## config.mk

```make
export PLATFORM = sky130hd
export DESIGN_NAME = dpwm_top
export DESIGN_NICKNAME = d
export VERILOG_FILES = /design/src/rtl/dpwm_pkg.sv /design/src/rtl/dpwm_cycle_counter.sv /design/src/rtl/dpwm_duty_latch.sv /design/src/rtl/dpwm_sub_compare.sv /design/src/rtl/dpwm_top.sv
export SDC_FILE = /design/constraint.sdc
export NUM_CORES = 1
export LEC_CHECK = 0
export BUFFER_PORTS_ARGS = -buffer_cell sky130_fd_sc_hd__buf_2
export CAP_MARGIN = 0
export CORE_AREA = 2 2 57 59
export DETAILED_ROUTE_END_ITERATION = 10
export DIE_AREA = 0 0 59 61
export GPL_TIMING_DRIVEN = 0
export PLACE_DENSITY_LB_ADDON = 0.15
export SLEW_MARGIN = 20
export SYNTH_ARGS = -nofsm -noshare
export SYNTH_HDL_FRONTEND = slang
export SYNTH_SLANG_ARGS = --single-unit
export TNS_END_PERCENT = 20
```

## constraint.sdc

```tcl
create_clock -name clk -period 3.4 [get_ports clk]
set_input_delay 0.34 -clock clk [delete_from_list [all_inputs] [get_ports clk]]
set_output_delay 0.34 -clock clk [all_outputs]
set_load 0.005 [all_outputs]
```

## src/rtl/dpwm_pkg.sv

```systemverilog
package dpwm_pkg;
  localparam int CNT_W     = 8;
  localparam int QUAD_LOG2 = 2;
  localparam int DUAL_LOG2 = 1;

  typedef enum logic {
    SPLIT_QUAD = 1'b0,
    SPLIT_DUAL = 1'b1
  } split_e;
endpackage

```

## src/rtl/dpwm_cycle_counter.sv

```systemverilog
module dpwm_cycle_counter #(
  parameter int CNT_W = 8
) (
  input  logic             clk,
  input  logic             rst,
  input  logic             en,
  output logic [CNT_W-1:0] pos,
  output logic             wrap
);
  localparam logic [CNT_W-1:0] LAST = {CNT_W{1'b1}};

  always_ff @(posedge clk) begin
    if (rst || !en) pos <= '0;
    else            pos <= pos + 1'b1;
  end

  assign wrap = en && (pos == LAST);


  cnt_step_chk: assert property (@(posedge clk) disable iff (rst)
    en |=> pos == CNT_W'($past(pos) + 1'b1));


  cnt_idle_chk: assert property (@(posedge clk) disable iff (rst)
    !en |=> pos == '0);
endmodule

```

## src/rtl/dpwm_duty_latch.sv

```systemverilog
module dpwm_duty_latch
  import dpwm_pkg::*;
#(
  parameter int CNT_W = 8
) (
  input  logic             clk,
  input  logic             rst,
  input  logic             en,
  input  logic             wrap,
  input  logic [CNT_W-1:0] duty_in,
  input  logic             duty_we,
  input  split_e           mode_in,
  output logic [CNT_W-1:0] act_duty,
  output split_e           act_mode
);
  logic [CNT_W-1:0] shadow;
  logic [CNT_W-1:0] shadow_nxt;
  logic             load;

  assign shadow_nxt = duty_we ? duty_in : shadow;
  assign load       = !en || wrap;

  always_ff @(posedge clk) begin
    if (rst) begin
      shadow   <= '0;
      act_duty <= '0;
      act_mode <= SPLIT_QUAD;
    end else begin
      shadow <= shadow_nxt;
      if (load) begin
        act_duty <= shadow_nxt;
        act_mode <= mode_in;
      end
    end
  end
endmodule

```

## src/rtl/dpwm_sub_compare.sv

```systemverilog
module dpwm_sub_compare #(
  parameter int CNT_W    = 8,
  parameter int SUB_LOG2 = 2
) (
  input  logic [CNT_W-1:0] pos,
  input  logic [CNT_W-1:0] duty,
  output logic             high
);
  localparam int PW      = CNT_W + 1;
  localparam int SLOT_W  = CNT_W - SUB_LOG2;
  localparam int SLOT_MK = (1 << SLOT_W) - 1;
  localparam int REM_MK  = (1 << SUB_LOG2) - 1;

  logic [PW-1:0] pos_x, duty_x;
  logic [PW-1:0] sub_idx, slot_pos, coarse, remain, thresh;

  always_comb begin
    pos_x    = {1'b0, pos};
    duty_x   = {1'b0, duty};
    sub_idx  = pos_x >> SLOT_W;
    slot_pos = pos_x & PW'(SLOT_MK);
    coarse   = duty_x >> SUB_LOG2;
    remain   = duty_x & PW'(REM_MK);
    thresh   = coarse + PW'(sub_idx < remain);
    high     = slot_pos < thresh;
  end
endmodule

```

## src/rtl/dpwm_top.sv

```systemverilog
module dpwm_top
  import dpwm_pkg::*;
(
  input  logic       clk,
  input  logic       rst,
  input  logic [7:0] duty_in,
  input  logic       duty_we,
  input  logic       mode_sel,
  input  logic       pwm_en,
  output logic       pwm_out
);
  localparam int NVAR = 2;

  logic [CNT_W-1:0] pos;
  logic             wrap;
  logic [CNT_W-1:0] act_duty;
  split_e           act_mode;
  logic [NVAR-1:0]  high_v;

  dpwm_cycle_counter #(.CNT_W(CNT_W)) u_cnt (
    .clk  (clk),
    .rst  (rst),
    .en   (pwm_en),
    .pos  (pos),
    .wrap (wrap)
  );

  dpwm_duty_latch #(.CNT_W(CNT_W)) u_latch (
    .clk      (clk),
    .rst      (rst),
    .en       (pwm_en),
    .wrap     (wrap),
    .duty_in  (duty_in),
    .duty_we  (duty_we),
    .mode_in  (split_e'(mode_sel)),
    .act_duty (act_duty),
    .act_mode (act_mode)
  );

  for (genvar k = 0; k < NVAR; k++) begin : g_split
    localparam int SL = (k == 0) ? QUAD_LOG2 : DUAL_LOG2;
    dpwm_sub_compare #(.CNT_W(CNT_W), .SUB_LOG2(SL)) u_cmp (
      .pos  (pos),
      .duty (act_duty),
      .high (high_v[k])
    );
  end

  always_ff @(posedge clk) begin
    if (rst) pwm_out <= 1'b0;
    else     pwm_out <= pwm_en && high_v[act_mode];
  end


  off_low_chk: assert property (@(posedge clk) disable iff (rst)
    !pwm_en |=> !pwm_out);


  zero_duty_chk: assert property (@(posedge clk) disable iff (rst)
    (act_duty == '0) |=> !pwm_out);


  hold_duty_chk: assert property (@(posedge clk) disable iff (rst)
    (pos != '0) |-> $stable(act_duty));


  hold_mode_chk: assert property (@(posedge clk) disable iff (rst)
    (pos != '0) |-> $stable(act_mode));
endmodule

```

==> flow_summary.ini, run 1 <==
[status]
status = completed

[synth]
synth_edf_count = 0
yosysMostFrequentCell = dfxtp_1
synth_common_cells = 26 x dfxtp_1, 17 x ha_1, 16 x nand2_1, 16 x nor2_1, 11 x nand2b_1
synth_top_cell_by_area = dfxtp_1
syn_avg_cell_area_sq_um = 9.02
syn_nets = 191
synth_ff_type = dfxtp_1
async_flop_share_pct = 0
synth_top_cell_area_share_pct = 35.8
yosys_warnings = 0
post_synth_num_cell_types = 31
syn-instance-count = 161
synth_seq_area_share_pct = 35.8
synth_seq_cells = 26
syn_area_sq_um = 1450
yosys-top-cells-area = dfxtp_1 36%, ha_1 15%, mux2i_1 6.2%

[placement]
io_buffers = 11
place_ws_ps = 934
place_congestion = 0.764
place_hpwl_um = 2160
placed_cell_area_sq_um = 1550

[pwr]
peakVddDrop_v = 0.000252
p_leak_nw = 0.671
powerDensity_nw_per_um2 = 351

[layout]
fill_cells = 291
final_cell_area_sq_um = 1590
antenna_cells = 0
drive_above_1_share_pct = 12.5
area_delta_synth_final_pct = 9.13
multiInputGateArea_sq_um = 885
regArea_sq_um = 520
nets = 207

[routing]
drc = 0
drt-initial-drc-count = 52
vias_per_cell = 5.23
ant_nets = 0
wirelength_um = 2650
wl_per_cell_um = 12.7
num_vias = 1093
drtPass1Iterations = 3

[worst_setup_path]
r2r-end = pwm_out
crit_fanout = 4
cp_slowest_cell = dfxtp_1
crit_family = compound AO/OA/AOI/OAI gates
path_class = flip-flop to flip-flop
crit_end = pwm_out
start_kind = flip-flop
r2r_cells = 11
timing.rr.start = u_latch.act_duty[1]
cp.required_ps = 3640
crit_start = u_latch.act_duty[1]
rrSetupSlack_ps = 930
crit_chain = inv_1 -> ha_1 -> a21oi_1 -> ha_1 -> nand2_1 -> xor2_1 -> ha_1 -> a21o_1 -> a31oi_1 -> o21ai_0 -> a221oi_2
endpoint_kind = flip-flop
path_depth = 11
slowest_delay_ps = 360
worstPathArrival_ps = 2710
crit_top_cell = ha_1
path_buf_inv = 1

[grt]
overflow = 0
antenna_found_initial = 0
grt_max_degree = 15
grt_pass1_wl_um = 4690
grt.total_usage_pct = 17.2
grt_pass1_vias = 1039

[timing]
slew_viol_final = 0
setup_viol = 0
skew_ps = 2.56
period_minus_slack_ps = 2470
post-route-period-util_pct = 72.7
worst_slack_ps = 927
relSlewSlack_pct = 70.1
fin_setup_tns_ps = 0
hold_viol = 0
worst_slew_pin_slew_ps = 449
rsz0062_at_grt = false
fmax_mhz = 404

[floorplan]
core_region_area_sq_um = 2950
die_h_um = 61
ios = 14
die_area_sq_um = 3600
die_w_um = 59
initial_core_util_pct = 49.2
placementRows = 20

[hold_path]
min_path_cells = 3
hp-class = input pin to flip-flop

[clock_network]
clock_latency_ps = 310
hold_buffers = 0
htreeDepth = 1
cts_buffers = 3
cts_sinks = 26
cts_root_buf = clkbuf_4
cts_setup_buffers = 0
post_cts_resized = 0
clk_path_buf_depth = 2
cts_tree = done
clk_pin_slew_ps = 140

[run]
cap_violations = 0
-- report_power, final --
group          internal, mW  switching [mW]
Combinational        0.0356          0.0387
Clock                0.0654          0.0885
Sequential            0.318         0.00975
Total                 0.419           0.137
-- worst reg2reg max path: cells and delay by family, from the launching register on --
kind / cells / cell delay [ps]
compound gates: 5 / 930
fa+ha+maj: 3 / 830
flops: 1 / 360
xor+xnor: 1 / 140
simple gates: 1 / 80
buf+inv: 1 / 60
-- worst min-delay path by stage --
stage,from,endpoint
2_1_floorplan,u_cnt.pos[0],u_cnt.pos[0]
3_3_place_gp,u_cnt.pos[0],u_cnt.pos[0]
3_5_place_dp,u_latch.act_duty[0],u_latch.act_duty[0]
4_1_cts,mode_sel,u_latch.act_mode
5_1_grt,mode_sel,u_latch.act_mode
6_report,mode_sel,u_latch.act_mode
-- per-stage QoR --
stage | utilization, % | hold WS, ps | std cells | power, mW
2_1_floorplan | - | 432 | 161 | 0.388
4_1_cts | 53.7 | 281 | 209 | 0.566
3_3_place_gp | 52.5 | 452 | 205 | 0.407
5_1_grt | 53.7 | 267 | 209 | 0.590
6_report | 53.7 | 281 | 209 | 0.556
3_5_place_dp | 52.5 | 470 | 205 | 0.410
-- kinds of logic after synthesis --
logic type	synth area share, %
muxes	6.20
DFF	35.8
and+or+nand+nor	19.8
xor gates and xnor gates	8.44
adders and majority gates	14.6
buffers and inverters	3.27
AOI/OAI and AO/OA	11.8
-- layout by cell type, fill, tap and decap left out, types with 8 or more instances in the layout --
| cell | netlist | final |
|---|---|---|
| ha_1 | 17 | 17 |
| dfxtp_1 | 26 | 26 |
| xor2_1 | 10 | 10 |
| mux2i_1 | 9 | 9 |
| nor2_1 | 16 | 16 |
| o21ai_0 | 10 | 10 |
| buf_2 | 2 | 13 |
| nand2_1 | 16 | 16 |
| nand2b_1 | 11 | 11 |
| nand3_1 | 8 | 8 |
-- flip-flops by register name (all words and copies together), names as in the netlist --
| signal | cells |
|---|---|
| pwm_out | 1 |
| u_latch.act_duty | 8 |
| u_cnt.pos | 8 |
| u_latch.shadow | 8 |
| u_latch.act_mode | 1 |
-- final cells by class --
cell class	instances	share of cell area (%)
plain buffers	6	2.05
multi-input cells	125	55.8
flip-flops and latches	26	32.8
clock buffers	4	2.29
repair buffers	11	3.47
inverters	4	0.947
well taps	33	2.60
-- per-layer routing --
metal | vias up | global-route usage, % | part of all wire (%)
met3 | 2 | 3.84 | 2.4
met4 | 0 | 4.87 | 0.57
li1 | 585 | - | -
met5 | - | 0 | 0
met1 | 495 | 20.3 | 47
met2 | 11 | 31.4 | 50
Note: power is estimated with default switching activity, not from simulation.
==> run 2: changes to the inputs <==
--- a/config.mk
+++ b/config.mk
@@ -5,11 +5,12 @@
 export SDC_FILE = /design/constraint.sdc
 export NUM_CORES = 1
 export LEC_CHECK = 0
+export ABC_AREA = 1
 export BUFFER_PORTS_ARGS = -buffer_cell sky130_fd_sc_hd__buf_2
 export CAP_MARGIN = 0
-export CORE_AREA = 2 2 57 59
+export CORE_AREA = 2 2 59 61
 export DETAILED_ROUTE_END_ITERATION = 10
-export DIE_AREA = 0 0 59 61
+export DIE_AREA = 0 0 61 63
 export GPL_TIMING_DRIVEN = 0
 export PLACE_DENSITY_LB_ADDON = 0.15
 export SLEW_MARGIN = 20
==> constraint.sdc (replaced) <==
create_clock -name clk -period 2.4 [get_ports clk]
set_input_delay 0.24 -clock clk [delete_from_list [all_inputs] [get_ports clk]]
set_output_delay 0.24 -clock clk [all_outputs]
set_load 0.005 [all_outputs]
==> run 2 against run 1 <==
Against the previous run: worst setup slack got worse by 780 ps; global-route usage decreased by 0.30 points; via count increased by 11%; critical endpoint unchanged.
==> flow_summary.ini, run 2 <==
[status]
status = completed

[synth]
syn_area_sq_um = 1550
synth-compound-area-share_pct = 9.05
synth_seq_area_share_pct = 33.6
synth_seq_cells = 26
synth_edf_count = 0
syn_avg_cell_area_sq_um = 8.02
yosysMostFrequentCell = nand2_1
synth_top_cell_by_area = dfxtp_1
post_synth_num_cell_types = 29
yosys-top-cells-area = dfxtp_1 34%, ha_1 14%, nand2_1 8.5%
synth_top_cell_area_share_pct = 33.6
yosys.area_share.simple_pct = 26.8
syn-instance-count = 193
synth_ff_type = dfxtp_1
syn_nets = 223
synthAdderAreaFrac_pct = 13.7
synth_common_cells = 35 x nand2_1, 26 x dfxtp_1, 19 x nor2_1, 17 x ha_1, 15 x inv_1
synthXorXnorAreaFrac_pct = 5.09
synth_top_family_by_area = simple AND/OR/NAND/NOR gates
yosys_warnings = 0
async_flop_share_pct = 0
synthMuxAreaShare_pct = 5.17

[clock_network]
clk_path_buf_depth = 2
cts_tree = done
htreeDepth = 1
cts_sinks = 26
cts_root_buf = clkbuf_4
clock_latency_ps = 310
clk_pin_slew_ps = 140
cts_buffers = 3
hold_buffers = 0

[grt]
antenna_found_initial = 0
overflow = 0
grt.total_usage_pct = 16.9
grt_pass1_vias = 1192
grt_max_degree = 14
grt_pass1_wl_um = 5010

[timing]
worst_slack_ps = 148
post-route-period-util_pct = 93.8
hold_ws_ps = 163
period_minus_slack_ps = 2250
relSlewSlack_pct = 82.8
setup_viol = 0
fmax_mhz = 444
skew_ps = 9.47
worst_slew_pin_slew_ps = 257
hold_viol = 0
slew_viol_final = 0

[pwr]
peakVddDrop_v = 0.000261
p_leak_nw = 0.795
powerDensity_nw_per_um2 = 459

[worst_setup_path]
endpoint_kind = flip-flop
crit_start = u_cnt.pos[7]
worstPathArrival_ps = 2510
timing.rr.start = u_cnt.pos[7]
cp.required_ps = 2650
rrSetupSlack_ps = 150
path_class = flip-flop to flip-flop
start_kind = flip-flop
crit_fanout = 4
r2r_cells = 14
r2r-end = pwm_out

[floorplan]
initial_core_util_pct = 47.9
die_h_um = 63
die_area_sq_um = 3840
die_w_um = 61
placementRows = 21
core_region_area_sq_um = 3230
ios = 14

[layout]
stdcell_count = 255
final_common_cell = nand2_1
finish.utilization_pct = 53.9
antenna_cells = 0
drive_above_1_share_pct = 26.3
final_cell_area_sq_um = 1740
final_cell_mix = 33 x nand2_1, 24 x dfxtp_1, 18 x nor2_1
nets = 241
area_delta_synth_final_pct = 12.4
reg.largest.list = u_cnt.pos: 8 flops, u_latch.act_duty: 8 flops, u_latch.shadow: 8 flops

[placement]
io_buffers = 11
placed_cell_area_sq_um = 1660
place_hpwl_um = 2320
place_ws_ps = -73.9
place_congestion = 0.799
dp.cells = 250

[run]
cap_violations = 0

[hold_path]
min_path_cells = 3
holdPathEnd = u_latch.act_mode
hold_start = mode_sel
hp-class = input pin to flip-flop

[routing]
wirelength_um = 2830
wl_per_cell_um = 11.1
num_vias = 1216
drc = 0
ant_nets = 0
drtPass1Iterations = 4
vias_per_cell = 4.77
drt-initial-drc-count = 44
==> run 2: cell count changes in the layout (fill, tap and decap cells not counted), moves of 6 or more <==
cell	change
a21oi_1	+6
and2_2	+7
inv_1	+10
nand2_1	+17
nand2b_1	-11
nor2_2	+9
o21ai_0	-6
o21ai_1	+6
==> run 2: final cells by class <==
| type | count | area (sq um) |
|---|---|---|
| sequential | 26 | 523 |
| tap | 46 | 57.6 |
| inverter | 17 | 63.8 |
| buffer | 4 | 37.5 |
| fill | 337 | 1490 |
| multi-input combinational | 146 | 966 |
| clock buffer | 3 | 22.5 |
| timing repair buffer | 13 | 70.1 |
==> run 2: kinds of logic (layout without fill, tap and decap cells) <==
| kind of cell | Yosys count | count (layout) |
|---|---|---|
| muxes | 8 | 8 |
| and+or+nand+nor | 86 | 86 |
| adders and majority gates | 17 | 17 |
| xor gates and xnor gates | 9 | 9 |
| buffers and inverters | 21 | 37 |
| DFF | 26 | 26 |
| AOI/OAI and AO/OA | 26 | 26 |
==> run 2: worst max path at each step <==
stage	to	slack [ps]	cells after the start
after global routing	pwm_out	-3	14
after floorplan	pwm_out	140	15
after CTS	pwm_out	6	15
after detailed placement	pwm_out	-70	15
final	pwm_out	150	14
after global placement	pwm_out	-40	15
==> run 2: what timing repair did <==
item | CTS | global route
gates resized for setup | 4 | 9
pin swaps | 0 | 7
cloned | 0 | 0
setup buffers | 1 | 1
endpoints found under the setup margin | 1 | 1
hold endpoints to repair | 0 | 0
==> run 2: through the flow <==
stage | total power, mW | TNS, ps
after detailed placement | 0.622 | -73.9
after global placement | 0.617 | -37.0
after CTS | 0.808 | 0
final | 0.800 | 0
after floorplan | 0.586 | 0
after global routing | 0.854 | -2.92
==> run 2: worst max-delay path, cell delays in order, from the launching register on <==
cell	delay, ps
dfxtp_2	410
ha_4	220
a21oi_2	140
ha_2	210
nand2_4	70
nor2_4	100
nand2_2	70
xor2_1	150
ha_1	320
a21oi_1	120
and2_1	130
nand2_1	50
nand2_1	50
nand2_1	60
a21oi_2	90
==> run 2: per-layer routing <==
metal	share of wire (%)	track usage, %	vias up
li1	-	-	660
met1	44	20.6	544
met2	53	30.2	10
met3	1.7	1.86	2
met4	0.71	4.89	0
met5	0	0	-
==> run 2: where the power goes <==
group	internal (mW)	total (mW)	leakage [nW]	switching (mW)
registers	0.453	0.469	0.215	0.0158
logic	0.0706	0.150	0.567	0.0789
clock network	0.0586	0.181	0.0138	0.122
